### src/rtl/a20_pkg.sv
package a20_pkg;
  localparam logic [7:0] CMD_LOAD_OUTREG = 8'hD1;
  localparam logic [7:0] OUTREG_INIT     = 8'h01;
  localparam int OUT_RSTN_BIT  = 0;
  localparam int OUT_GATE_BIT  = 1;
  localparam int STAT_BUSY_BIT = 1;
  localparam int FAST_RST_BIT  = 0;
  localparam int FAST_GATE_BIT = 1;
  localparam int GATED_ADDR_BIT = 20;

  typedef enum logic [1:0] {
    SEL_NONE = 2'd0,
    SEL_CMD  = 2'd1,
    SEL_DATA = 2'd2,
    SEL_FAST = 2'd3
  } port_sel_e;
endpackage

### src/rtl/a20_kbc.sv
module a20_kbc
  import a20_pkg::*;
#(
  parameter int BUSY_CYCLES = 4
) (
  input  logic       clk,
  input  logic       rst_n,
  input  logic       cmd_wr,
  input  logic       data_wr,
  input  logic [7:0] wdata,
  output logic       busy,
  output logic [7:0] outreg,
  output logic       rst_pulse
);
  localparam int CNT_W = $clog2(BUSY_CYCLES + 1);

  logic [CNT_W-1:0] busy_cnt;
  logic             pend_q;
  logic             cmd_take;
  logic             data_take;
  logic             load_evt;

  assign busy      = (busy_cnt != '0);
  assign cmd_take  = cmd_wr && !busy;
  assign data_take = data_wr && !busy;
  assign load_evt  = data_take && pend_q;

  always_ff @(posedge clk or negedge rst_n) begin
    if (!rst_n) begin
      busy_cnt <= '0;
    end else if (cmd_take || data_take) begin
      busy_cnt <= CNT_W'(BUSY_CYCLES);
    end else if (busy) begin
      busy_cnt <= busy_cnt - 1'b1;
    end
  end

  always_ff @(posedge clk or negedge rst_n) begin
    if (!rst_n) begin
      pend_q <= 1'b0;
    end else if (cmd_take) begin
      pend_q <= (wdata == CMD_LOAD_OUTREG);
    end else if (data_take) begin
      pend_q <= 1'b0;
    end
  end

  always_ff @(posedge clk or negedge rst_n) begin
    if (!rst_n) begin
      outreg    <= OUTREG_INIT;
      rst_pulse <= 1'b0;
    end else begin
      rst_pulse <= load_evt && !wdata[OUT_RSTN_BIT];
      if (load_evt) outreg <= wdata;
    end
  end

  assert_busy_after_write_R2: assert property (@(posedge clk) disable iff (!rst_n)
    (cmd_take || data_take) |=> busy);
  assert_drop_while_busy_R3: assert property (@(posedge clk) disable iff (!rst_n)
    ((cmd_wr || data_wr) && busy) |=> ($stable(outreg) && $stable(pend_q)));
  assert_load_needs_cmd_R5: assert property (@(posedge clk) disable iff (!rst_n)
    !$stable(outreg) |-> $past(pend_q));
  assert_other_cmd_cancels_R6: assert property (@(posedge clk) disable iff (!rst_n)
    (cmd_take && wdata != CMD_LOAD_OUTREG) |=> !pend_q);
  assert_single_pulse_R9: assert property (@(posedge clk) disable iff (!rst_n)
    rst_pulse |=> !rst_pulse);
endmodule

### src/rtl/a20_fastport.sv
module a20_fastport
  import a20_pkg::*;
(
  input  logic       clk,
  input  logic       rst_n,
  input  logic       wr,
  input  logic [1:0] wbits,
  output logic       gate,
  output logic       rst_pulse
);
  always_ff @(posedge clk or negedge rst_n) begin
    if (!rst_n) begin
      gate      <= 1'b0;
      rst_pulse <= 1'b0;
    end else begin
      rst_pulse <= wr && wbits[FAST_RST_BIT];
      if (wr) gate <= wbits[FAST_GATE_BIT];
    end
  end

  assert_fast_gate_source_R7: assert property (@(posedge clk) disable iff (!rst_n)
    !$stable(gate) |-> $past(wr));
endmodule

### src/rtl/a20_addr_mask.sv
module a20_addr_mask
  import a20_pkg::*;
#(
  parameter int ADDR_W = 32
) (
  input  logic              clk,
  input  logic              rst_n,
  input  logic              open,
  input  logic [ADDR_W-1:0] addr_in,
  output logic [ADDR_W-1:0] addr_out
);
  function automatic logic [ADDR_W-1:0] gate_addr(input logic [ADDR_W-1:0] a,
                                                  input logic en);
    logic [ADDR_W-1:0] r;
    r = a;
    if (!en) r[GATED_ADDR_BIT] = 1'b0;
    return r;
  endfunction

  assign addr_out = gate_addr(addr_in, open);

  assert_closed_bit_low_R10: assert property (@(posedge clk) disable iff (!rst_n)
    !open |-> (addr_out[GATED_ADDR_BIT] == 1'b0));
  assert_open_passes_R10: assert property (@(posedge clk) disable iff (!rst_n)
    open |-> (addr_out == addr_in));
endmodule

### src/rtl/a20_gate_ctrl.sv
module a20_gate_ctrl
  import a20_pkg::*;
#(
  parameter int          ADDR_W      = 32,
  parameter int          IO_AW       = 16,
  parameter int          BUSY_CYCLES = 4,
  parameter logic [15:0] CMD_PORT    = 16'h0064,
  parameter logic [15:0] DATA_PORT   = 16'h0060,
  parameter logic [15:0] FAST_PORT   = 16'h0092
) (
  input  logic              clk,
  input  logic              rst_n,
  input  logic [IO_AW-1:0]  io_addr,
  input  logic              io_wr,
  input  logic              io_rd,
  input  logic [7:0]        io_wdata,
  output logic [7:0]        io_rdata,
  input  logic [ADDR_W-1:0] mem_addr_in,
  output logic [ADDR_W-1:0] mem_addr_out,
  output logic              a20_en,
  output logic              cpu_reset_req,
  output logic [7:0]        outport
);
  port_sel_e sel;
  logic      kbc_busy;
  logic      kbc_rst;
  logic      fast_gate;
  logic      fast_rst;

  always_comb begin
    if (io_addr == IO_AW'(CMD_PORT))       sel = SEL_CMD;
    else if (io_addr == IO_AW'(DATA_PORT)) sel = SEL_DATA;
    else if (io_addr == IO_AW'(FAST_PORT)) sel = SEL_FAST;
    else                                   sel = SEL_NONE;
  end

  a20_kbc #(.BUSY_CYCLES(BUSY_CYCLES)) u_kbc (
    .clk       (clk),
    .rst_n     (rst_n),
    .cmd_wr    (io_wr && sel == SEL_CMD),
    .data_wr   (io_wr && sel == SEL_DATA),
    .wdata     (io_wdata),
    .busy      (kbc_busy),
    .outreg    (outport),
    .rst_pulse (kbc_rst)
  );

  a20_fastport u_fast (
    .clk       (clk),
    .rst_n     (rst_n),
    .wr        (io_wr && sel == SEL_FAST),
    .wbits     (io_wdata[1:0]),
    .gate      (fast_gate),
    .rst_pulse (fast_rst)
  );

  assign a20_en        = outport[OUT_GATE_BIT] | fast_gate;
  assign cpu_reset_req = kbc_rst | fast_rst;

  a20_addr_mask #(.ADDR_W(ADDR_W)) u_mask (
    .clk      (clk),
    .rst_n    (rst_n),
    .open     (a20_en),
    .addr_in  (mem_addr_in),
    .addr_out (mem_addr_out)
  );

  always_comb begin
    io_rdata = 8'h00;
    if (io_rd) begin
      case (sel)
        SEL_CMD:  io_rdata[STAT_BUSY_BIT] = kbc_busy;
        SEL_DATA: io_rdata = outport;
        SEL_FAST: io_rdata[FAST_GATE_BIT] = fast_gate;
        default:  io_rdata = 8'h00;
      endcase
    end
  end

  assert_gate_follows_fast_R8: assert property (@(posedge clk) disable iff (!rst_n)
    fast_gate |-> a20_en);
  assert_gate_follows_outreg_R8: assert property (@(posedge clk) disable iff (!rst_n)
    outport[OUT_GATE_BIT] |-> a20_en);
  assert_idle_read_zero_R11: assert property (@(posedge clk) disable iff (!rst_n)
    !io_rd |-> (io_rdata == 8'h00));
endmodule

### config.mk
export PLATFORM = sky130hd
export DESIGN_NAME = a20_gate_ctrl
export DESIGN_NICKNAME = d
export VERILOG_FILES = /design/src/rtl/a20_pkg.sv /design/src/rtl/a20_kbc.sv /design/src/rtl/a20_fastport.sv /design/src/rtl/a20_addr_mask.sv /design/src/rtl/a20_gate_ctrl.sv
export SDC_FILE = /design/constraint.sdc
export NUM_CORES = 1
export LEC_CHECK = 0
export ABC_AREA = 1
export CELL_PAD_IN_SITES_DETAIL_PLACEMENT = 1
export CELL_PAD_IN_SITES_GLOBAL_PLACEMENT = 2
export CORE_ASPECT_RATIO = 0.75
export CORE_MARGIN = 2
export CORE_UTILIZATION = 30
export DETAILED_ROUTE_END_ITERATION = 6
export DONT_BUFFER_PORTS = 1
export PLACE_DENSITY_LB_ADDON = 0.2
export RECOVER_POWER = 100
export SLEW_MARGIN = 0
export SYNTH_ARGS = -nofsm -noshare
export SYNTH_HDL_FRONTEND = slang
export SYNTH_HIERARCHICAL = 1
export SYNTH_SLANG_ARGS = --single-unit
### constraint.sdc
create_clock -name clk -period 2.1 [get_ports clk]
set_clock_uncertainty 0.15 [all_clocks]
set_input_delay 0.105 -clock clk [delete_from_list [all_inputs] [get_ports clk]]
set_output_delay 0.105 -clock clk [all_outputs]
set_load 0.01 [all_outputs]
Word level (Yosys, flattened, before mapping) --
Cells that the tools add are included. W data, S select, Z words.
Cells by class: equality and inequality tests 7, reduce and logical (&&, ||, !) cells 14, bitwise gates (word level) 2, mux-type cells 12, add/subtract/negate cells 1
Operators with widths (number):
- $eq A16 B7 Y1 const B | 2
- $eq A16 B8 Y1 const B | 1
- $eq A8 B8 Y1 const B | 1
- $logic_and A1 B1 Y1 | 8
- $mux W8 | 1
- $mux W2 | 3
- $mux W3 | 2
- $mux W6 | 1
- $eq A2 B2 Y1 const B | 2
- $mux W1 | 4
- $reduce_bool A2 Y1 | 2
- $pmux W1 S3 | 1
- $reduce_bool A3 Y1 | 1
- $sub A3 B1 Y3 const B | 1
- $eq A2 B1 Y1 const B | 1
- $logic_not A1 Y1 | 2
- $or A1 B1 Y1 | 2
- $logic_or A1 B1 Y1 | 1
Storage, ports and cells: flip-flop bits (word level) 15, logic and storage cells 42

Depth between registers and ports, before layout --
Gate-level depths: netlist of the first run.
depth in word-level cells 9, gate-level depth with buffers 10, gate-level depth less buffers 10

Hierarchy --
The synthesis of the first run kept the hierarchy.
By module, submodules not included:
- a20_kbc | area each 643.1 sq um, times used 1, cells each 75
- a20_gate_ctrl | area each 252.7 sq um, times used 1, cells each 59
- a20_addr_mask | area each 240.2 sq um, times used 1, cells each 33
- a20_fastport | area each 72.6 sq um, times used 1, cells each 8

Worst setup path before layout of the first run --
No wires, ideal clock.
path kind register to register, start reg u_kbc.busy_cnt[0], end reg u_kbc.outreg[1], library setup time 117 ps, path buffers 0, data arrival time 1037 ps, setup slack 795 ps, stages on the path, launching flop included 8, clock period less this slack 1305 ps, cell sequence dfrtp_1 inv_1 ha_1 inv_1 nor2_4 nand3_2 nand2_1 nand2_1
Between the ends: longest elaborated chain between the ends 4
RTL lines:
- start: declaration | RTL line a20_kbc.sv:17 | logic [CNT_W-1:0] busy_cnt;
- start signal: assignment | RTL line a20_kbc.sv:32 | busy_cnt <= CNT_W'(BUSY_CYCLES);
- start signal: assignment | RTL line a20_kbc.sv:34 | busy_cnt <= busy_cnt - 1'b1;
- $reduce_bool A3 Y1 | RTL line a20_kbc.sv:23 | assign busy = (busy_cnt != '0);
- $logic_not A1 Y1 | RTL line a20_kbc.sv:25 | assign data_take = data_wr && !busy;
- $logic_and A1 B1 Y1 | RTL line a20_kbc.sv:25
- $logic_and A1 B1 Y1 | RTL line a20_kbc.sv:26 | assign load_evt = data_take && pend_q;
- end signal: assignment | RTL line a20_kbc.sv:54 | if (load_evt) outreg <= wdata;
- end: declaration | RTL line a20_kbc.sv:12 | output logic [7:0] outreg,
Every way passes these cells. A chain may end at the register's enable or synchronous reset.

Worst setup path in the final report of the first run --
start reg u_kbc.busy_cnt[0], end reg u_kbc.outreg[5]
Same word-level chain as after synthesis.

==> results.md, run 1 <==
- Outcome: completed
- Final period util: 80.6%
- Initial antenna violation count: 0
- Largest stage delay on the critical path: 380 ps
- Post-CTS setup buffers: 0
- CP required: 2090 ps
- Total track usage: 13.7%
- Arr. time, crit path: 1680 ps
- Commonest non-fill, non-tap cell in the layout: nand2_1
- First-pass GRT wire length: 4800 um
- Seq. cell area: 377 sq um
- Setup tns final: 0 ps
- H-Tree Depth: 1
- Starting Density: 32.2%
- # setup viols final: 0
- Vias: 939
- Syn_nets: 237
- Clk buf depth: 2
- Antenna diode count: 0
- Boundary Pins: 110
- CP Max Fanout: 14
- Nets: 219
- Largest net degree at the start of global routing: 16
- Worst-margin pin slew: 701 ps
- Max-cap violations: 0
- Yosys Warn Count: 6
- Core box area: 0.00376 sq mm
- Vias in the first global route: 1027
- Final WL: 2860 um
- Fill cell count: 497
- Final ANT Viol Nets: 0
- Area Growth Syn to Fin: -4.45%
- Die ar.: 0.00456 sq mm
- Fin crit period: 1690 ps
- Clock sink count: 15
- Hpwl dp: 2200 um
- Die Ht: 59.0 um
- Pre-antenna DRT Iters: 4
- CTS buffer count: 3
- Post-route insts no fill: 208
- Die width: 77.3 um
- Root Buffer: clkbuf_8
- Critical path startpoint category: flop
- Share of layout cells above drive strength 1: 7.69%
- Number of remaining DRC errors: 0
- Most frequent cells in the layout: nand2_1, nor2_1, inv_1, dfrtp_1
- Total grt overflow: 0
- Worst Hold Class: in -> out
- Placed cell count: 194
- Rows: 19
- Mean Syn Cell Area: 6.91 sq um
- Slew Viols, Final: 0
- PortBufs: 0
- Fmax: 591 MHz
- Final hold violation count: 0
- CTS tree: done
- Mapped Area: 0.00121 sq mm
- DR vias/cell: 4.51
- Worst skew pair latency: 250 ps
- R2R Setup Slk: 410 ps
- RSZ-0062 raised after global routing: false
- CP Cell Sequence: inv_1, ha_1, inv_1, nor2_4, nand3_2, nand2_1, nand2_1
- Final hold slack: 60.0 ps
- Leak: 0.000570 uW
- Setup CP Type: reg -> reg
- WL/cell: 13.8 um
- Cells after Synth: 175
- Synth unique cells: 18
- DR iter-0 viols: 46
- Worst path slowest cell: dfrtp_1
- Reg clk slew, reported paths: 60 ps
- Seq/Total Area, Yosys: 31.2%
- Footprint of the multi-input gates: 462 sq um
- Relative slew slack: 53.1%
- Worst vdd ir: 0.389 mV
- Synth Register Bits: 15
- Crit. End Element: flop
- Placer Congestion: 0.729
- Pwr dens: 694 mW/mm^2
==> worst max-delay path: cells and delay by family (launching register included) <==
family                   cells  cell delay, ps
flip-flops                   1             380
buffers and inverters        2             160
AND/OR/NAND/NOR              4             730
adder cells (fa/ha/maj)      1             170
==> Yosys cell counts <==
library cell  count  area, sq um
nand2_1          44          165
buf_4            31          233
inv_1            26         97.6
nor2_1           26         97.6
dfrtp_1          14          350
nand4_1          10         62.6
nand3_1           5         25.0
nor2_2            3         18.8
buf_6             2         22.5
ha_1              2         25.0
nand3_2           2         20.0
nor2_4            2         22.5
o21ai_0           2         10.0
or2_2             2         12.5
buf_2             1         5.00
dfstp_2           1         26.3
or2_1             1         6.26
xnor2_1           1         8.76
==> state kept, by name (all words and copies together) (netlist names) <==
name,cells
u_fast/gate,1
u_kbc/rst_pulse,1
u_kbc/pend_q,1
u_kbc/outreg,8
u_fast/rst_pulse,1
u_kbc/busy_cnt,3
==> layer usage <==
layer / vias up / track usage [%] / wire (um)
li1: 456 / - / -
met1: 427 / 15.8 / 1170
met2: 27 / 22.0 / 1320
met3: 29 / 3.66 / 231
met4: 0 / 10.7 / 145
met5: - / 0 / 0
==> through the flow <==
step / util, % / worst slack (ps) / total power (uW) / instance area, sq um
global placement: 27.2 / 460 / 544 / 1020
finish: 30.7 / 408 / 802 / 1150
CTS: 31.1 / 405 / 825 / 1170
detailed placement: 27.2 / 422 / 551 / 1020
floorplan: - / 795 / 587 / 1210
global route: 30.7 / 252 / 879 / 1150
==> layout make-up <==
type	instances	area share (%)
multi-input combinational	100	40.0
sequential	15	32.6
timing repair buffer	11	9.32
inverter	26	8.45
tap	52	5.63
clock buffer	3	3.58
clock inverter	1	0.433
==> power by group <==
group	leakage (uW)	switching [uW]	internal [uW]	total [uW]
Combinational	0.000344	132	86.7	219
Clock	0.0000255	108	132	240
Sequential	0.000200	22.2	321	343
Total	0.000570	262	539	802
==> what timing repair did <==
| item | in CTS | in global routing |
|---|---|---|
| gates resized for setup | 0 | 0 |
| hold buffers | 10 | 0 |
| endpoints found under the hold margin | 27 | 0 |
==> final timing paths <==
check / startpoint / end / cells past startpoint
setup / recovery: u_kbc/busy_cnt[0]$_DFFE_PN0P_ / u_kbc/outreg[5]$_DFFE_PN0P_ / 7
hold / removal: mem_addr_in[11] / mem_addr_out[11] / 0
setup reg to reg: u_kbc/busy_cnt[0]$_DFFE_PN0P_ / u_kbc/outreg[5]$_DFFE_PN0P_ / 7
hold reg to reg: u_fast/gate$_DFFE_PN0P_ / u_fast/gate$_DFFE_PN0P_ / 2
max in group asynchronous: rst_n / u_kbc/busy_cnt[2]$_DFFE_PN0P_ / 1
min in group asynchronous: rst_n / u_kbc/rst_pulse$_DFF_PN0_ / 1
==> cells by family after synthesis <==
kind of cell	Yosys count	share of synthesized area [%]
AO/OA/AOI/OAI	2	0.828
adder cells (fa/ha/maj)	2	2.07
XOR/XNOR	1	0.725
AND/OR/NAND/NOR	95	35.6
buffers and inverters	60	29.6
flip-flops	15	31.2
(Power assumes the default switching activity.)
==> run 2: changes to the inputs <==
--- a/config.mk
+++ b/config.mk
@@ -10,7 +10,7 @@
 export CELL_PAD_IN_SITES_GLOBAL_PLACEMENT = 2
 export CORE_ASPECT_RATIO = 0.75
 export CORE_MARGIN = 2
-export CORE_UTILIZATION = 30
+export CORE_UTILIZATION = 28
 export DETAILED_ROUTE_END_ITERATION = 6
 export DONT_BUFFER_PORTS = 1
 export PLACE_DENSITY_LB_ADDON = 0.2
==> constraint.sdc (replaced) <==
create_clock -name clk -period 1.6 [get_ports clk]
set_clock_uncertainty 0.15 [all_clocks]
set_input_delay 0.08 -clock clk [delete_from_list [all_inputs] [get_ports clk]]
set_output_delay 0.08 -clock clk [all_outputs]
set_load 0.01 [all_outputs]
==> run 2 against run 1 <==
Flip-flop and latch count did not move. Clock power rose by 31%. Final cell count rose by 4.8%. Sequential power rose by 36%. Non-clock buffer count rose by 5. First-iteration DRC count fell by 22%. Wire length rose by 12%. Via count rose by 6.5%. Core utilization fell by 0.84 points. Register-to-register slack got worse by 330 ps. Global-route usage fell by 0.70 points.
==> results.md, run 2 (synthesis gave the netlist of run 1 again) <==
- Rows: 20
- Outcome: completed
- Setup CP Type: reg -> out
- Hpwl dp: 2460 um
- Largest reg by FF count: u_kbc/outreg
- Reg clk slew, reported paths: 60 ps
- Biggest regs: u_kbc/outreg x8, u_kbc/busy_cnt x3
- Die width: 79.9 um
- PortBufs: 0
- Total track usage: 13.0%
- Leak: 0.000594 uW
- Starting Density: 29.5%
- CTS tree: done
- Clock sink count: 15
- Worst vdd ir: 0.560 mV
- WL/cell: 14.7 um
- Tot Pwr: 1220 uW
- Die Ht: 60.9 um
- Worst-margin pin slew: 712 ps
- Crit. End Element: output pin
- Total grt overflow: 0
- Area Growth Syn to Fin: 1.55%
- Share of layout cells above drive strength 1: 14.1%
- CP required: 1370 ps
- CP Max Fanout: 3
- Placer Congestion: 0.715
- Max-cap violations: 0
- DR vias/cell: 4.59
- Die ar.: 0.00486 sq mm
- Worst Setup SP: u_kbc/busy_cnt[0]$_DFFE_PN0P_
- Worst Hold Class: in -> out
- CP Cell Sequence: inv_2, ha_2, nand2_2, nand3_1, nand2_1, nor2_1, nor2_2
- Most frequent cells in the layout: nand2_1, nor2_1, inv_1, dfrtp_1
- First-pass GRT wire length: 4740 um
- Boundary Pins: 110
- H-Tree Depth: 1
- Arr. time, crit path: 1290 ps
- Slew Viols, Final: 0
- Post-route insts no fill: 218
- Largest register FFs: 8
- Final ANT Viol Nets: 0
- RSZ-0062 raised after global routing: false
- Cell Area, Placed: 0.00103 sq mm
- Pwr dens: 995 mW/mm^2
- Commonest non-fill, non-tap cell in the layout: nand2_1
- Pre-antenna DRT Iters: 4
- Fmax: 657 MHz
- Antenna diode count: 0
- Vias: 1000
- WP buf/inv: 1
- Number of remaining DRC errors: 0
- Worst skew pair latency: 250 ps
- Clk buf depth: 2
- # setup viols final: 0
- CP Capture Point: io_rdata[1]
- Largest net degree at the start of global routing: 16
- R2R Setup Slk: 80 ps
- Post-route cell area: 0.00123 sq mm
- Critical R2R Capture: u_kbc/busy_cnt[1]$_DFFE_PN0P_
- FF-to-FF Start: u_kbc/busy_cnt[0]$_DFFE_PN0P_
- CTS buffer count: 3
- Initial antenna violation count: 0
- Largest stage delay on the critical path: 360 ps
- DR iter-0 viols: 36
- Fin crit period: 1520 ps
- Critical path startpoint category: flop
- Final hold violation count: 0
- CP Depth: 7
- Number of cells on the worst reg-to-reg path: 7
- Nets: 226
- Final WL: 3220 um
- Core box area: 0.00410 sq mm
- Worst path slowest cell: dfrtp_1
- Relative slew slack: 52.4%
- Placed cell count: 198
- Root Buffer: clkbuf_8
- Vias in the first global route: 979
- Top delay family on crit path: simple AND/OR/NAND/NOR gates
- Final period util: 95.1%
==> run 2: changes by cell type in the layout (fill, tap and decap cells not counted), sizes merged <==
cell and change:
nor2 +1, nand3 +1, buf +4, clkbuf +1
==> run 2: cell type report <==
class                      instances  area (sq um)
fill                             536          2880
multi-input combinational        102           493
sequential                        15           377
timing repair buffer              16           145
inverter                          26          97.6
tap                               55          68.8
clock buffer                       3          41.3
clock inverter                     1          5.00
==> run 2: report_power, final <==
part	internal, uW	switching, uW	leakage, uW
sequential	421	44.6	0.000200
combinational	205	236	0.000368
clock	173	142	0.0000255
total	799	422	0.000594
==> run 2: worst min-delay path by stage <==
stage	startpoint	end	slack (ps)	cells past startpoint
after floorplan	rst_n	u_fast/gate$_DFFE_PN0P_	-370	0
after global placement	rst_n	u_fast/rst_pulse$_DFF_PN0_	-370	0
after detailed placement	rst_n	u_fast/rst_pulse$_DFF_PN0_	-370	0
after CTS	mem_addr_in[16]	mem_addr_out[16]	10	0
after global routing	mem_addr_in[28]	mem_addr_out[28]	10	0
final	mem_addr_in[9]	mem_addr_out[9]	10	0
==> run 2: worst register-to-register path, cell delays in order, from the launching register on <==
cell	delay, ps
dfrtp_1	380
inv_2	80
ha_2	190
inv_1	110
nor2_4	200
buf_4	150
or2_1	110
nand2_1	60
==> run 2: per-layer routing <==
metal	vias up	part of all wire [%]	GRT usage (%)
li1	480	-	-
met1	451	43	15.2
met2	43	44	20.4
met3	26	8.7	5.51
met4	0	4.4	7.26
met5	-	0	0
==> run 2: through the flow <==
step	util [%]	setup TNS, ps	setup WS (ps)	hold WS [ps]
global route	29.9	0	0.799	10.0
CTS	29.0	-13.8	-13.8	10.1
global placement	25.2	0	90.5	-365
detailed placement	25.2	-260	-47.9	-365
finish	29.9	0	77.9	10.0
floorplan	-	0	295	-366
==> run 2: timing repair <==
action | 4_1_cts | 5_1_grt
buffers inserted | 0 | 4
endpoints found under the setup margin | 9 | 11
hold buffers | 10 | 0
gates resized for setup | 2 | 6
cloned | 0 | 2
hold endpoints to repair | 27 | 0
pin swaps | 0 | 3
